File: src/rtl/mii_filt_pkg.sv
package mii_filt_pkg;
  localparam int NIB_W    = 4;
  localparam int MAC_W    = 48;
  localparam int MAC_NIBS = MAC_W / NIB_W;

  typedef logic [MAC_W-1:0] mac_t;

  typedef struct packed {
    logic vld;
    mac_t addr;
  } cam_ent_t;
endpackage

File: src/rtl/mii_da_capture.sv
module mii_da_capture
  import mii_filt_pkg::*;
#(
  parameter int DA_OFS     = 0,
  parameter int STROBE_NIB = 5,
  parameter int POS_W      = 8
) (
  input  logic             clk,
  input  logic             rst_n,
  input  logic [NIB_W-1:0] rxd,
  input  logic             rx_dv,
  input  logic             sof_n,
  output mac_t             da,
  output logic             da_ready,
  output logic [POS_W-1:0] nib_pos
);
  localparam int SPAN      = DA_OFS + MAC_NIBS;
  localparam int CW        = $clog2(SPAN + 1);
  localparam int IW        = $clog2(MAC_NIBS);
  localparam int POS_MAX   = (1 << POS_W) - 1;
  localparam int READY_RAW = STROBE_NIB + SPAN;
  localparam int READY_POS = (READY_RAW >= POS_MAX) ? POS_MAX : READY_RAW;

  logic          active;
  logic [CW-1:0] cnt;
  int            kk;
  logic          in_win;
  logic [IW-1:0] idx;
  int            base;

  // Offset of the nibble on the bus in this cycle; a strobe restarts at 0.
  always_comb begin
    kk     = sof_n ? int'(cnt) : 0;
    in_win = rx_dv && (!sof_n || active) && (kk >= DA_OFS) && (kk < SPAN);
    idx    = IW'(kk - DA_OFS);
    // Byte 0 is most significant; low nibble of each byte arrives first.
    base   = MAC_W - 8 - 8 * (int'(idx) / 2) + 4 * int'(idx[0]);
  end

  always_ff @(posedge clk or negedge rst_n) begin
    if (!rst_n) begin
      active   <= 1'b0;
      cnt      <= '0;
      da_ready <= 1'b0;
      nib_pos  <= '0;
      da       <= '0;
    end else begin
      da_ready <= in_win && (idx == IW'(MAC_NIBS - 1));
      if (in_win) da[base +: NIB_W] <= rxd;
      if (!rx_dv) begin
        active  <= 1'b0;
        cnt     <= '0;
        nib_pos <= '0;
      end else begin
        if (!sof_n)
          nib_pos <= POS_W'(STROBE_NIB + 1);
        else if (nib_pos != '0 && nib_pos != '1)
          nib_pos <= nib_pos + 1'b1;
        if (!sof_n || active) begin
          active <= (kk + 1 < SPAN);
          cnt    <= CW'(kk + 1);
        end
      end
    end
  end

  assert_strobe_pos_R2: assert property (@(posedge clk) disable iff (!rst_n)
    (rx_dv && !sof_n) |=> (nib_pos == POS_W'(STROBE_NIB + 1)));

  assert_ready_timing_R2: assert property (@(posedge clk) disable iff (!rst_n)
    da_ready |-> (nib_pos == POS_W'(READY_POS)));
endmodule

File: src/rtl/mii_addr_table.sv
module mii_addr_table
  import mii_filt_pkg::*;
#(
  parameter int ENTRIES = 8
) (
  input  logic                       clk,
  input  logic                       rst_n,
  input  logic                       busy,
  input  logic                       wr_en,
  input  logic [$clog2(ENTRIES)-1:0] wr_idx,
  input  mac_t                       wr_addr,
  input  logic                       wr_vld,
  input  mac_t                       key,
  output logic                       hit
);
  cam_ent_t [ENTRIES-1:0] tab;
  logic     [ENTRIES-1:0] match;

  always_ff @(posedge clk or negedge rst_n) begin
    if (!rst_n) begin
      tab <= '0;
    end else if (wr_en && !busy && int'(wr_idx) < ENTRIES) begin
      tab[wr_idx] <= '{vld: wr_vld, addr: wr_addr};
    end
  end

  for (genvar g = 0; g < ENTRIES; g++) begin : g_cmp
    assign match[g] = tab[g].vld && (tab[g].addr == key);
  end

  assign hit = |match;

  assert_write_blocked_R10: assert property (@(posedge clk) disable iff (!rst_n)
    (wr_en && busy) |=> $stable(tab));
endmodule

File: src/rtl/mii_da_filter.sv
module mii_da_filter
  import mii_filt_pkg::*;
#(
  parameter int ENTRIES    = 8,
  parameter int DA_OFS     = 0,
  parameter int STROBE_NIB = 5,
  parameter int LAST_NIB   = 128,
  parameter int POS_W      = 8
) (
  input  logic                       rx_clk,
  input  logic                       rst_n,
  input  logic [3:0]                 rxd,
  input  logic                       rx_dv,
  input  logic                       sof_n,
  input  logic                       filt_en,
  input  logic                       bcast_en,
  input  logic                       cfg_we,
  input  logic [$clog2(ENTRIES)-1:0] cfg_idx,
  input  logic [47:0]                cfg_addr,
  input  logic                       cfg_vld,
  output logic                       reject_n
);
  mac_t             da;
  logic             da_ready;
  logic [POS_W-1:0] nib_pos;
  logic             hit;
  logic             miss;
  logic             fire;

  mii_da_capture #(
    .DA_OFS(DA_OFS), .STROBE_NIB(STROBE_NIB), .POS_W(POS_W)
  ) u_cap (
    .clk(rx_clk), .rst_n(rst_n), .rxd(rxd), .rx_dv(rx_dv), .sof_n(sof_n),
    .da(da), .da_ready(da_ready), .nib_pos(nib_pos)
  );

  mii_addr_table #(.ENTRIES(ENTRIES)) u_tab (
    .clk(rx_clk), .rst_n(rst_n), .busy(rx_dv), .wr_en(cfg_we),
    .wr_idx(cfg_idx), .wr_addr(cfg_addr), .wr_vld(cfg_vld),
    .key(da), .hit(hit)
  );

  // The verdict lands one clock after the comparison; that clock must not pass LAST_NIB.
  always_comb begin
    miss = !(hit || (bcast_en && (&da)));
    fire = da_ready && sof_n && rx_dv && filt_en && miss &&
           (int'(nib_pos) < LAST_NIB);
  end

  always_ff @(posedge rx_clk or negedge rst_n) begin
    if (!rst_n) reject_n <= 1'b1;
    else        reject_n <= !fire;
  end

  assert_single_pulse_R4: assert property (@(posedge rx_clk) disable iff (!rst_n)
    !reject_n |=> reject_n);

  assert_enable_gate_R7: assert property (@(posedge rx_clk) disable iff (!rst_n)
    !reject_n |-> $past(filt_en));

  assert_dv_abort_R8: assert property (@(posedge rx_clk) disable iff (!rst_n)
    !reject_n |-> $past(rx_dv));

  assert_restart_cancel_R9: assert property (@(posedge rx_clk) disable iff (!rst_n)
    !reject_n |-> $past(sof_n));

  assert_nibble_window_R11: assert property (@(posedge rx_clk) disable iff (!rst_n)
    !reject_n |-> (int'(nib_pos) <= LAST_NIB));
endmodule

File: config.mk
export PLATFORM = sky130hd
export DESIGN_NAME = mii_da_filter
export DESIGN_NICKNAME = d
export VERILOG_FILES = /design/src/rtl/mii_filt_pkg.sv /design/src/rtl/mii_da_capture.sv /design/src/rtl/mii_addr_table.sv /design/src/rtl/mii_da_filter.sv
export SDC_FILE = /design/constraint.sdc
export NUM_CORES = 1
export LEC_CHECK = 0
export BUFFER_PORTS_ARGS = -buffer_cell sky130_fd_sc_hd__buf_2
export CORE_UTILIZATION = 57
export DETAILED_ROUTE_END_ITERATION = 6
export PLACE_DENSITY = 0.82
export SYNTH_ARGS = -nofsm -noshare
export SYNTH_HDL_FRONTEND = slang
export SYNTH_SLANG_ARGS = --single-unit
File: constraint.sdc
create_clock -name rx_clk -period 3 [get_ports rx_clk]
set_clock_uncertainty 0.05 [all_clocks]
set_input_delay 0.75 -clock rx_clk [delete_from_list [all_inputs] [get_ports rx_clk]]
set_output_delay 0.75 -clock rx_clk [all_outputs]
set_load 0.05 [all_outputs]
**Word level (Yosys, flattened, before mapping)**

Cells that the tools add are included.

- Flip-flop bits (word level): 455
- Input port bits: 63
- Output and inout bits: 1
- Logic and storage cells: 89

- $add $sub $neg: 5
- $lt $le $gt $ge: 6
- Equality and inequality tests: 12
- Shift operators: 2
- Muxes and demuxes: 12
- Reduce and logical (&&, ||, !) cells: 30

Operators by type and width:

| kind | count |
|---|---|
| bitwise mux 392 bit | 1 |
| equality test 48 bit | 8 |
| demux 49 bit (select 3 bit) | 1 |
| < comparator 32 x 5 -> 1 bit (second input constant) | 2 |
| two-way mux 49 bit | 1 |
| bitwise mux 48 bit | 1 |
| AND reduction 48 bit | 1 |
| variable shift 4 x 33 -> 48 bit (first input constant) | 1 |
| indexed part select 4 x 33 -> 48 bit | 1 |
| negation 32 -> 33 bit | 1 |
| adder 32 x 2 -> 32 bit (second input constant) | 1 |
| adder 32 x 4 -> 32 bit | 1 |
| >= comparator 32 x 1 -> 1 bit (second input constant) | 1 |
| two-way mux 8 bit | 3 |
| logical AND 1 bit | 21 |
| two-way mux 4 bit | 3 |
| adder 8 x 1 -> 8 bit (second input constant) | 1 |
| < comparator 8 bit (second input constant) | 1 |
| != test 8 bit (second input constant) | 1 |
| nonzero test 8 bit | 1 |
| OR reduction 8 bit | 1 |
| subtractor 6 x 6 -> 7 bit (first input constant) | 1 |
| equality test 4 bit (second input constant) | 1 |
| logical NOT 1 bit | 4 |
| other kinds (6) | 8 |

**Depth between registers and ports, before layout**

Gate-level depths: netlist of the first run.

- Word-level depth: 8
- Mapped depth: 14
- Mapped depth without buffers: 12

**Cells and area by module**

Synthesis of the first run repeated with hierarchy kept, for this count alone.

- Cell total of the unflattened synthesis: 1721
- Area total of the unflattened synthesis: 22333.9 µm²

Modules (own cells, without submodules):

| module | instances | cells an instance | area an instance (µm²) | seq. area each (µm²) |
|---|---|---|---|---|
| mii_addr_table | 1 | 1422 | 19032.0 | 9809.4 |
| mii_da_capture | 1 | 277 | 3149.3 | 1551.5 |
| mii_da_filter | 1 | 22 | 152.6 | 26.3 |

**Worst setup path before layout of the first run**

Ideal clock, no wire load.

- Path type: input port to flip-flop
- From: in sof_n
- To: reg u_cap.da[10]
- Library setup time: 125 ps
- Arrival: 3525 ps
- Data required time: 2825 ps
- Path slack: -700 ps
- Stages: 12
- Path buffers: 1
- Path through: buf_6 > and2_1 > ha_1 > inv_1 > and2_1 > ha_1 > or3_1 > a211oi_2 > nand2_1 > or3_4 > nor2_2 > mux2_2

- Word-level cells in the longest chain between the ends: 6
- Elaborated cells on any way between the ends: 14
- Those cells by class: add/sub (3); order compare (2); shift (2); mux (2); reduce/logical (5)

Ends and longest elaborated chain:

| item | RTL line | RTL |
|---|---|---|
| start, declared | mii_da_filter.sv:14 | `input logic sof_n,` |
| two-way mux 4 bit | mii_da_capture.sv:33 | `kk = sof_n ? int'(cnt) : 0;` |
| subtractor 6 x 6 -> 7 bit | mii_da_capture.sv:37 | `base = MAC_W - 8 - 8 * (int'(idx) / 2) + 4 * int'(idx[0]);` |
| adder 32 x 4 -> 32 bit | mii_da_capture.sv:37 |  |
| negation 32 -> 33 bit | mii_da_capture.sv:49 | `if (in_win) da[base +: NIB_W] <= rxd;` |
| indexed part select 4 x 33 -> 48 bit or variable shift 4 x 33 -> 48 bit (tied branches) | mii_da_capture.sv:49 |  |
| bitwise mux 48 bit | mii_da_capture.sv:49 |  |
| end signal, assigned by index | mii_da_capture.sv:49 |  |
| end, declared | mii_da_capture.sv:13 | `output mac_t da,` |

Several ways; a longest one is shown, not always the timed one.
A chain may end at the register's enable or synchronous reset.

**Worst setup path in the final report of the first run**

- From: reg u_cap.cnt[3]
- To: reg u_cap.da[11]

- Word-level cells in the longest chain between the ends: 6
- Elaborated cells on any way between the ends: 11
- Those cells by class: add/sub (3); order compare (2); shift (2); mux (2); reduce/logical (2)

Ends and longest elaborated chain:

| item | RTL line | RTL |
|---|---|---|
| start, declared | mii_da_capture.sv:25 | `logic [CW-1:0] cnt;` |
| start signal, assigned | mii_da_capture.sv:61 | `cnt <= CW'(kk + 1);` |
| two-way mux 4 bit * | mii_da_capture.sv:33 |  |
| subtractor 6 x 6 -> 7 bit | mii_da_capture.sv:37 |  |
| adder 32 x 4 -> 32 bit | mii_da_capture.sv:37 |  |
| negation 32 -> 33 bit | mii_da_capture.sv:49 |  |
| indexed part select 4 x 33 -> 48 bit or variable shift 4 x 33 -> 48 bit (tied branches) | mii_da_capture.sv:49 |  |
| bitwise mux 48 bit | mii_da_capture.sv:49 |  |

Mark *: on every way between the ends. The rest lies on a longest branch, timed or not.

==> results by group, run 1 <==
Power and ir drop
  • Pwr Total: 17.8 mW
  • Worst vdd ir: roughly 0.53 mV
  • Psw: ~5.3 mW
  • Clk pwr share: 31.9%
  • Leakage: approximately 12 nW
  • Reg power frac: 48.0%
  • Switch share: 29.6%
  • Logic gate share of total power: between 20% and 30%
  • Pwr Density: 686 nW/um^2
  • Internal power: about 13 mW

Global route
  • First-pass GRT wire length: 105 mm
  • Largest net degree at the start of global routing: 79
  • Initial antenna violation count: 2
  • Gr ovfl total: 0
  • Vias in the first global route: between 15000 and 20000
  • Gr usage total: 37.4%

Clocking
  • TritonCTS clock tree: done
  • H-tree Lvls: 2
  • Worst-Skew Late Latency: around 0.6 ns
  • Num CTS Buffers: 47
  • Clock root cell: clkbuf_16
  • Num Clock Sinks: 455
  • Clock tree buffer depth: 3
  • Worst-path clk slew: ~0.060 ns

Placement
  • Dpl hpwl: 49.1 mm
  • Area after DPL: about 24000 sq um
  • Pre-CTS setup slack: -0.705 ns
  • Port buffer count: 63
  • Placed insts: 2382
  • Final Wtd Congestion: just under 1

Floorplan
  • Die X: around 200 um
  • Die Y: 199 um
  • Initial Utilization: approximately three fifths
  • Placeable Area: 37900 sq um
  • Rows: 71
  • DIE AREA: 39700 sq um
  • I/O pin total: 64

Drt
  • DRT antenna net count: 0
  • Drt pass-1 iters: 5
  • # DRC: 0
  • Wirelength, routed: between 70 and 80 mm
  • Via count: between 15000 and 20000
  • Iteration-0 DRC Markers: 1566
  • Via/cell ratio: about 6.3
  • Routed WL per cell: 28.9 um

Run status
  • Run status: complete, but fails checks
  • Failing checks: setup timing

Logic synthesis
  • Mapped Cells: around 1800
  • Post-synth EDFFs: 0
  • Mapped Area: 22200 sq um
  • Yosys cell types: between 50 and 60
  • Seq/Total Area, Yosys: 51.4%
  • Most used DFF post-synth: dfrtp_1
  • Synth area leaders: dfrtp_1, mux2_2, xor2_1
  • Top cells by count, synth: dfrtp_1, mux2_2, xor2_1, nor4_1, clkbuf_1
  • Ys async rst share: 100%
  • #FFs+latches synth: between 400 and 500
  • Syn Nets: around 1800
  • Yosys top cell area share: roughly 51%
  • Dominant cell type by area after synthesis: dfrtp_1
  • Syn Area/Cell: approximately 13 sq um
  • Synth warn: 0
  • Top-count cell post-synth: dfrtp_1

Setup path
  • Crit Path Category: reg -> reg
  • Reg2reg path depth: 12
  • CP max stage delay: between 0.4 and 0.5 ns
  • Worst Path Max Fanout: 4
  • Endpoint class of the critical path: flop
  • R2r setup slk: -0.12 ns
  • Worst path slowest cell: or4bb_1
  • WP data required: 3.41 ns
  • Crit path DAT: 3.53 ns
  • Worst reg2reg path startpoint: u_cap.cnt[3]
  • Reg2reg end: u_cap.da[11]
  • Critical-path cell list: and2_4 > ha_4 > inv_2 > and2_4 > ha_4 > or4bb_1 > a21oi_2 > nand2_2 > or3_4 > buf_6 > nor2_4 > mux2_4
  • Crit start category: flop

STA
  • F_max: between 300 and 400 MHz
  • Slew HR: between 40% and 50%
  • Final WS setup: -0.118 ns
  • Worst Tran Pin Value: 0.881 ns
  • Fin crit share: 104%
  • Slew Limit Fails: 0
  • RSZ-0062 raised after global routing: yes
  • Fin. Hold Viols: 0
  • Setup violators final: 20
  • Min Tclk post-route: about 3.1 ns

Final layout
  • Final nets: 2001
  • Share of cells above drive strength 1: between 30% and 40%
  • Synth-to-Final Area Change: 16.8%
  • Finished Layout Cells: 2476
  • Final Cell Area: 25900 sq um

Run
  • Max Cap Violations: 0

Hold path
  • Worst Hold Class: in -> async
## what timing repair did
item / in CTS / in global routing
setup endpoints to repair: 38 / 39
resized for setup: 13 / 12
buffers inserted: 6 / 1
gates cloned: 0 / 0
hold buffers: 0 / 0
pin swaps: 9 / 1
## kinds of logic (layout without fill, tap and decap cells)
logic type / after synthesis / count (layout) / synth area share, %
flops: 455 / 455 / 51.4
mux: 427 / 427 / 21.6
xor+xnor: 366 / 366 / 14.5
simple gates: 298 / 298 / 7.65
buf+inv: 132 / 344 / 2.30
compound gates: 61 / 61 / 1.92
fa+ha+maj: 11 / 11 / 0.655
other cells: 0 / 3 / 0
## area by class of cell
class,count,area [sq um]
inverters,38,145
clock buffers,74,1410
flip-flops and latches,455,11400
fillers,2757,12000
diodes,3,7.51
clock inverters,10,67.6
repair buffers,222,1740
multi-input cells,1163,10500
well taps,511,639
## flip-flops by register name, indices dropped and copies added, names as in the netlist
signal / flops
u_tab.tab: 392
u_cap.da: 48
u_cap.nib_pos: 8
u_cap.cnt: 4
reject_n: 1
u_cap.active: 1
u_cap.da_ready: 1
## metal layers
metal / track usage, % / routed length (um) / up-vias
met5: 0 / 9 / -
met3: 9.79 / 7290 / 209
met4: 19.9 / 3930 / 2
met2: 55.6 / 31800 / 852
li1: - / - / 6477
met1: 50.2 / 28400 / 8109
## worst max path at each step
stage              endpoint          from  depth (start not counted)
3_5_place_dp   u_cap.da[38]         sof_n                         15
6_report       u_cap.da[11]  u_cap.cnt[3]                         12
4_1_cts        u_cap.da[11]  u_cap.cnt[3]                         13
2_1_floorplan  u_cap.da[40]         sof_n                         13
3_3_place_gp   u_cap.da[10]         sof_n                         14
5_1_grt        u_cap.da[10]  u_cap.cnt[3]                         12
## per-stage QoR
stage	setup TNS [ns]	hold slack, ns	utilization [%]
after floorplan	-14.07	0.404	-
after global placement	-23.44	0.439	63.9
after detailed placement	-24.54	0.447	63.9
after CTS	-1.27	0.0670	68.1
after global routing	-4.79	0.0956	68.2
final	-1.24	0.0736	68.3
## layout by cell type, fill, tap and decap left out, drive strengths merged, types with 3 or more instances in the layout
master | Yosys | routed
o2111ai | 5 | 5
a221oi | 3 | 3
clkbuf | 77 | 74
mux2 | 412 | 412
nand3 | 18 | 18
and3 | 9 | 9
a21oi | 7 | 7
ha | 10 | 10
o22ai | 5 | 5
nand4 | 44 | 44
nor2b | 18 | 18
or3 | 3 | 3
buf | 17 | 222
a21boi | 3 | 3
diode | 0 | 3
dfrtp | 454 | 454
nand2b | 8 | 8
nand2 | 50 | 50
o21ai | 18 | 18
mux2i | 15 | 15
nor3 | 14 | 14
nor2 | 30 | 30
xor2 | 300 | 300
a2111oi | 6 | 6
nor3b | 4 | 4
inv | 38 | 39
nor4 | 83 | 83
and2 | 7 | 7
xnor2 | 66 | 66
clkinv | 0 | 8
## power groups by stage
stage | Sequential (mW) | Combinational (mW) | Clock [mW]
floorplan | 8.16 | 2.42 | 0
global placement | 8.47 | 3.36 | 0
detailed placement | 8.57 | 3.47 | 0
CTS | 8.48 | 3.52 | 5.71
global route | 8.63 | 3.81 | 5.96
finish | 8.53 | 3.56 | 5.67
## critical path: cells and delay by family (launching register included)
kind	cells	cell delay, ns
simple gates	6	1.36
fa+ha+maj	2	0.53
flops	1	0.39
mux	1	0.31
compound gates	1	0.19
buf+inv	2	0.17
Power figures use the tool's default switching activity.
==> run 2, diff against run 1 <==
==> constraint.sdc (replaced) <==
create_clock -name rx_clk -period 3 [get_ports rx_clk]
set_clock_uncertainty 0.05 [all_clocks]
set_input_delay 0 -clock rx_clk [delete_from_list [all_inputs] [get_ports rx_clk]]
set_output_delay 0 -clock rx_clk [all_outputs]
set_load 0.05 [all_outputs]
==> run 2 against run 1 <==
The flow finishes with violations (hold timing, setup timing). Sequential share of layout area fell by 0.42 points. Clock-buffer cell count fell by 3. Wire length rose by 0.22%. Register-to-register slack got worse by 0.04 ns. Critical path type unchanged. Critical endpoint is now u_cap.da[8].
==> results by group, run 2 (same netlist as run 1, synthesis figures left out) <==
Placement
  • Final Wtd Congestion: 1.00
  • Dpl hpwl: between 40 and 50 mm
  • Placed insts: roughly 2300
  • Port buffer count: 63
  • Pre-CTS setup slack: -0.275 ns

STA
  • Slew Limit Fails: 0
  • F_max: roughly 320 MHz
  • Fin. Hold Viols: 1
  • Setup violators final: 24
  • Final WS setup: -0.157 ns
  • Hold slack: -0.0131 ns
  • Slew HR: 32.7%
  • Fin crit share: 105%
  • Min Tclk post-route: between 3 and 4 ns
  • Worst Tran Pin Value: about 1 ns
  • RSZ-0062 raised after global routing: yes
  • Fin Setup TNS: -1.96 ns

Global route
  • First-pass GRT wire length: between 100 and 150 mm
  • Largest net degree at the start of global routing: 84
  • Vias in the first global route: 15961
  • Initial antenna violation count: 2
  • Gr ovfl total: 0
  • Gr usage total: between 30% and 40%

Drt
  • Via count: between 15000 and 20000
  • Iteration-0 DRC Markers: 1690
  • Drt pass-1 iters: 6
  • DRT antenna net count: 0
  • Met3 WL post-DR: 7.18 mm
  • DRT met1 WL: ~28 mm
  • # DRC: 0
  • Top sig layer: met5
  • Routed WL per cell: 28.9 um
  • Wirelength, routed: about 72 mm
  • Via/cell ratio: roughly 6.3
  • Met2 wire length: approximately 32 mm

Setup path
  • CP max stage delay: between 0.5 and 0.6 ns
  • Crit path DAT: around 3.6 ns
  • Crit Path Category: reg -> reg
  • Endpoint class of the critical path: flop
  • Reg2reg path depth: 13
  • Crit path max-delay family: simple AND/OR/NAND/NOR gates
  • Worst path bufs/invs: 2
  • Critical-path cell list: and2_4 > ha_4 > inv_2 > and2_4 > nand2_4 > ha_4 > or4bb_1 > a21oi_2 > nand2_2 > or3_4 > buf_12 > nor2_4 > mux2_4
  • Crit start category: flop
  • R2r setup slk: -0.16 ns
  • Worst reg2reg path startpoint: u_cap.cnt[3]
  • Reg2reg end: u_cap.da[8]
  • WP data required: between 3 and 4 ns
  • Worst path slowest cell: or4bb_1
  • Worst Path Max Fanout: 4

Hold path
  • Worst Hold Class: in -> reg
  • Hold Path End: u_tab.tab[152]
  • Hold_sp: cfg_idx[2]
  • WHS Path Cells: 4

Floorplan
  • Placeable Area: ~38000 sq um
  • Die Y: approximately 200 um
  • Die X: about 200 um
  • Rows: 71
  • I/O pin total: 64
  • DIE AREA: between 30000 and 40000 sq um
  • Initial Utilization: between 50% and 60%

Clocking
  • Clock root cell: clkbuf_16
  • H-tree Lvls: 2
  • Clock tree buffer depth: 3
  • Worst-Skew Late Latency: 0.58 ns
  • Worst-path clk slew: ~0.060 ns
  • Num Clock Sinks: approximately 460
  • Num CTS Buffers: 47
  • TritonCTS clock tree: done

Power and ir drop
  • Pwr Density: 684 nW/um^2
  • Worst vdd ir: 0.583 mV
  • Clk pwr share: about a third
  • Psw: around 5.2 mW
  • Reg power frac: between 40% and 50%
  • Switch share: between 20 and 30%
  • Leakage: 11.9 nW
  • Pwr Total: roughly 18 mW
  • Internal power: 12.7 mW
  • Logic gate share of total power: approximately a fifth

Run status
  • Run status: complete, but fails checks
  • Failing checks: hold timing, setup timing

Final layout
  • Max reg flops: just under 400
  • Finished Layout Cells: 2483
  • Synth-to-Final Area Change: 18.0%
  • Most frequent cells in the layout: dfrtp_1, mux2_2, xor2_1
  • Final nets: about 2000
  • Share of cells above drive strength 1: 35.1%
  • Fillers: approximately 2600
  • Largest registers: u_tab.tab x392, u_cap.da x48, u_cap.nib_pos x8
  • Commonest non-fill, non-tap cell in the layout: dfrtp_1
  • Reg with most FFs: u_tab.tab
  • Antenna cells: 0

Run
  • Max Cap Violations: 0
-- run 2: layout make-up --
| cell class | instances | area [sq um] | share of cell area [%] |
|---|---|---|---|
| sequential | 455 | 11400 | 43.6 |
| multi-input combinational | 1163 | 10500 | 40.1 |
| timing repair buffer | 237 | 2000 | 7.66 |
| clock buffer | 71 | 1390 | 5.31 |
| tap | 511 | 639 | 2.45 |
| inverter | 38 | 143 | 0.546 |
| clock inverter | 8 | 96.3 | 0.369 |
-- run 2: what timing repair did --
item / in CTS / in global routing
pin swaps: 9 / 3
resized for setup: 21 / 6
buffers inserted: 4 / 0
endpoints found under the hold margin: 889 / 0
endpoints found under the setup margin: 30 / 38
hold buffers: 57 / 0
cloned: 0 / 0
-- run 2: metrics by stage --
stage          area [sq um]  utilization [%]
2_1_floorplan         22300                -
3_3_place_gp          23900             63.1
5_1_grt               26100             68.9
4_1_cts               26100             68.8
6_report              26100             68.9
3_5_place_dp          23900             63.1
-- run 2: worst max path at each step --
stage,slack [ns],from,cells past startpoint,end
floorplan,-0.18,u_cap.cnt[3],12,u_cap.da[40]
global placement,-0.25,u_cap.cnt[2],12,u_cap.da[40]
detailed placement,-0.27,u_cap.cnt[2],12,u_cap.da[40]
CTS,-0.18,u_cap.cnt[3],13,u_cap.da[8]
global route,-0.20,u_cap.cnt[3],13,u_cap.da[8]
finish,-0.16,u_cap.cnt[3],13,u_cap.da[8]
-- run 2: tightest hold or removal path, delay by kind of cell --
family          cells  cell delay (ns)
buf+inv             2             0.33
simple gates        1             0.07
compound gates      1             0.16
-- run 2: power groups by stage --
| stage | sequential (mW) | combinational [mW] | clock, mW |
|---|---|---|---|
| after floorplan | 8.16 | 2.42 | 0 |
| after global placement | 8.50 | 3.29 | 0 |
| after detailed placement | 8.59 | 3.40 | 0 |
| after CTS | 8.50 | 3.52 | 5.77 |
| after global routing | 8.66 | 3.81 | 6.02 |
| final | 8.55 | 3.57 | 5.76 |
-- run 2: layer usage --
| layer | GRT usage, % | up-vias |
|---|---|---|
| li1 | - | 6499 |
| met1 | 50.0 | 8056 |
| met2 | 56.9 | 883 |
| met3 | 8.25 | 241 |
| met4 | 21.1 | 2 |
| met5 | 0 | - |
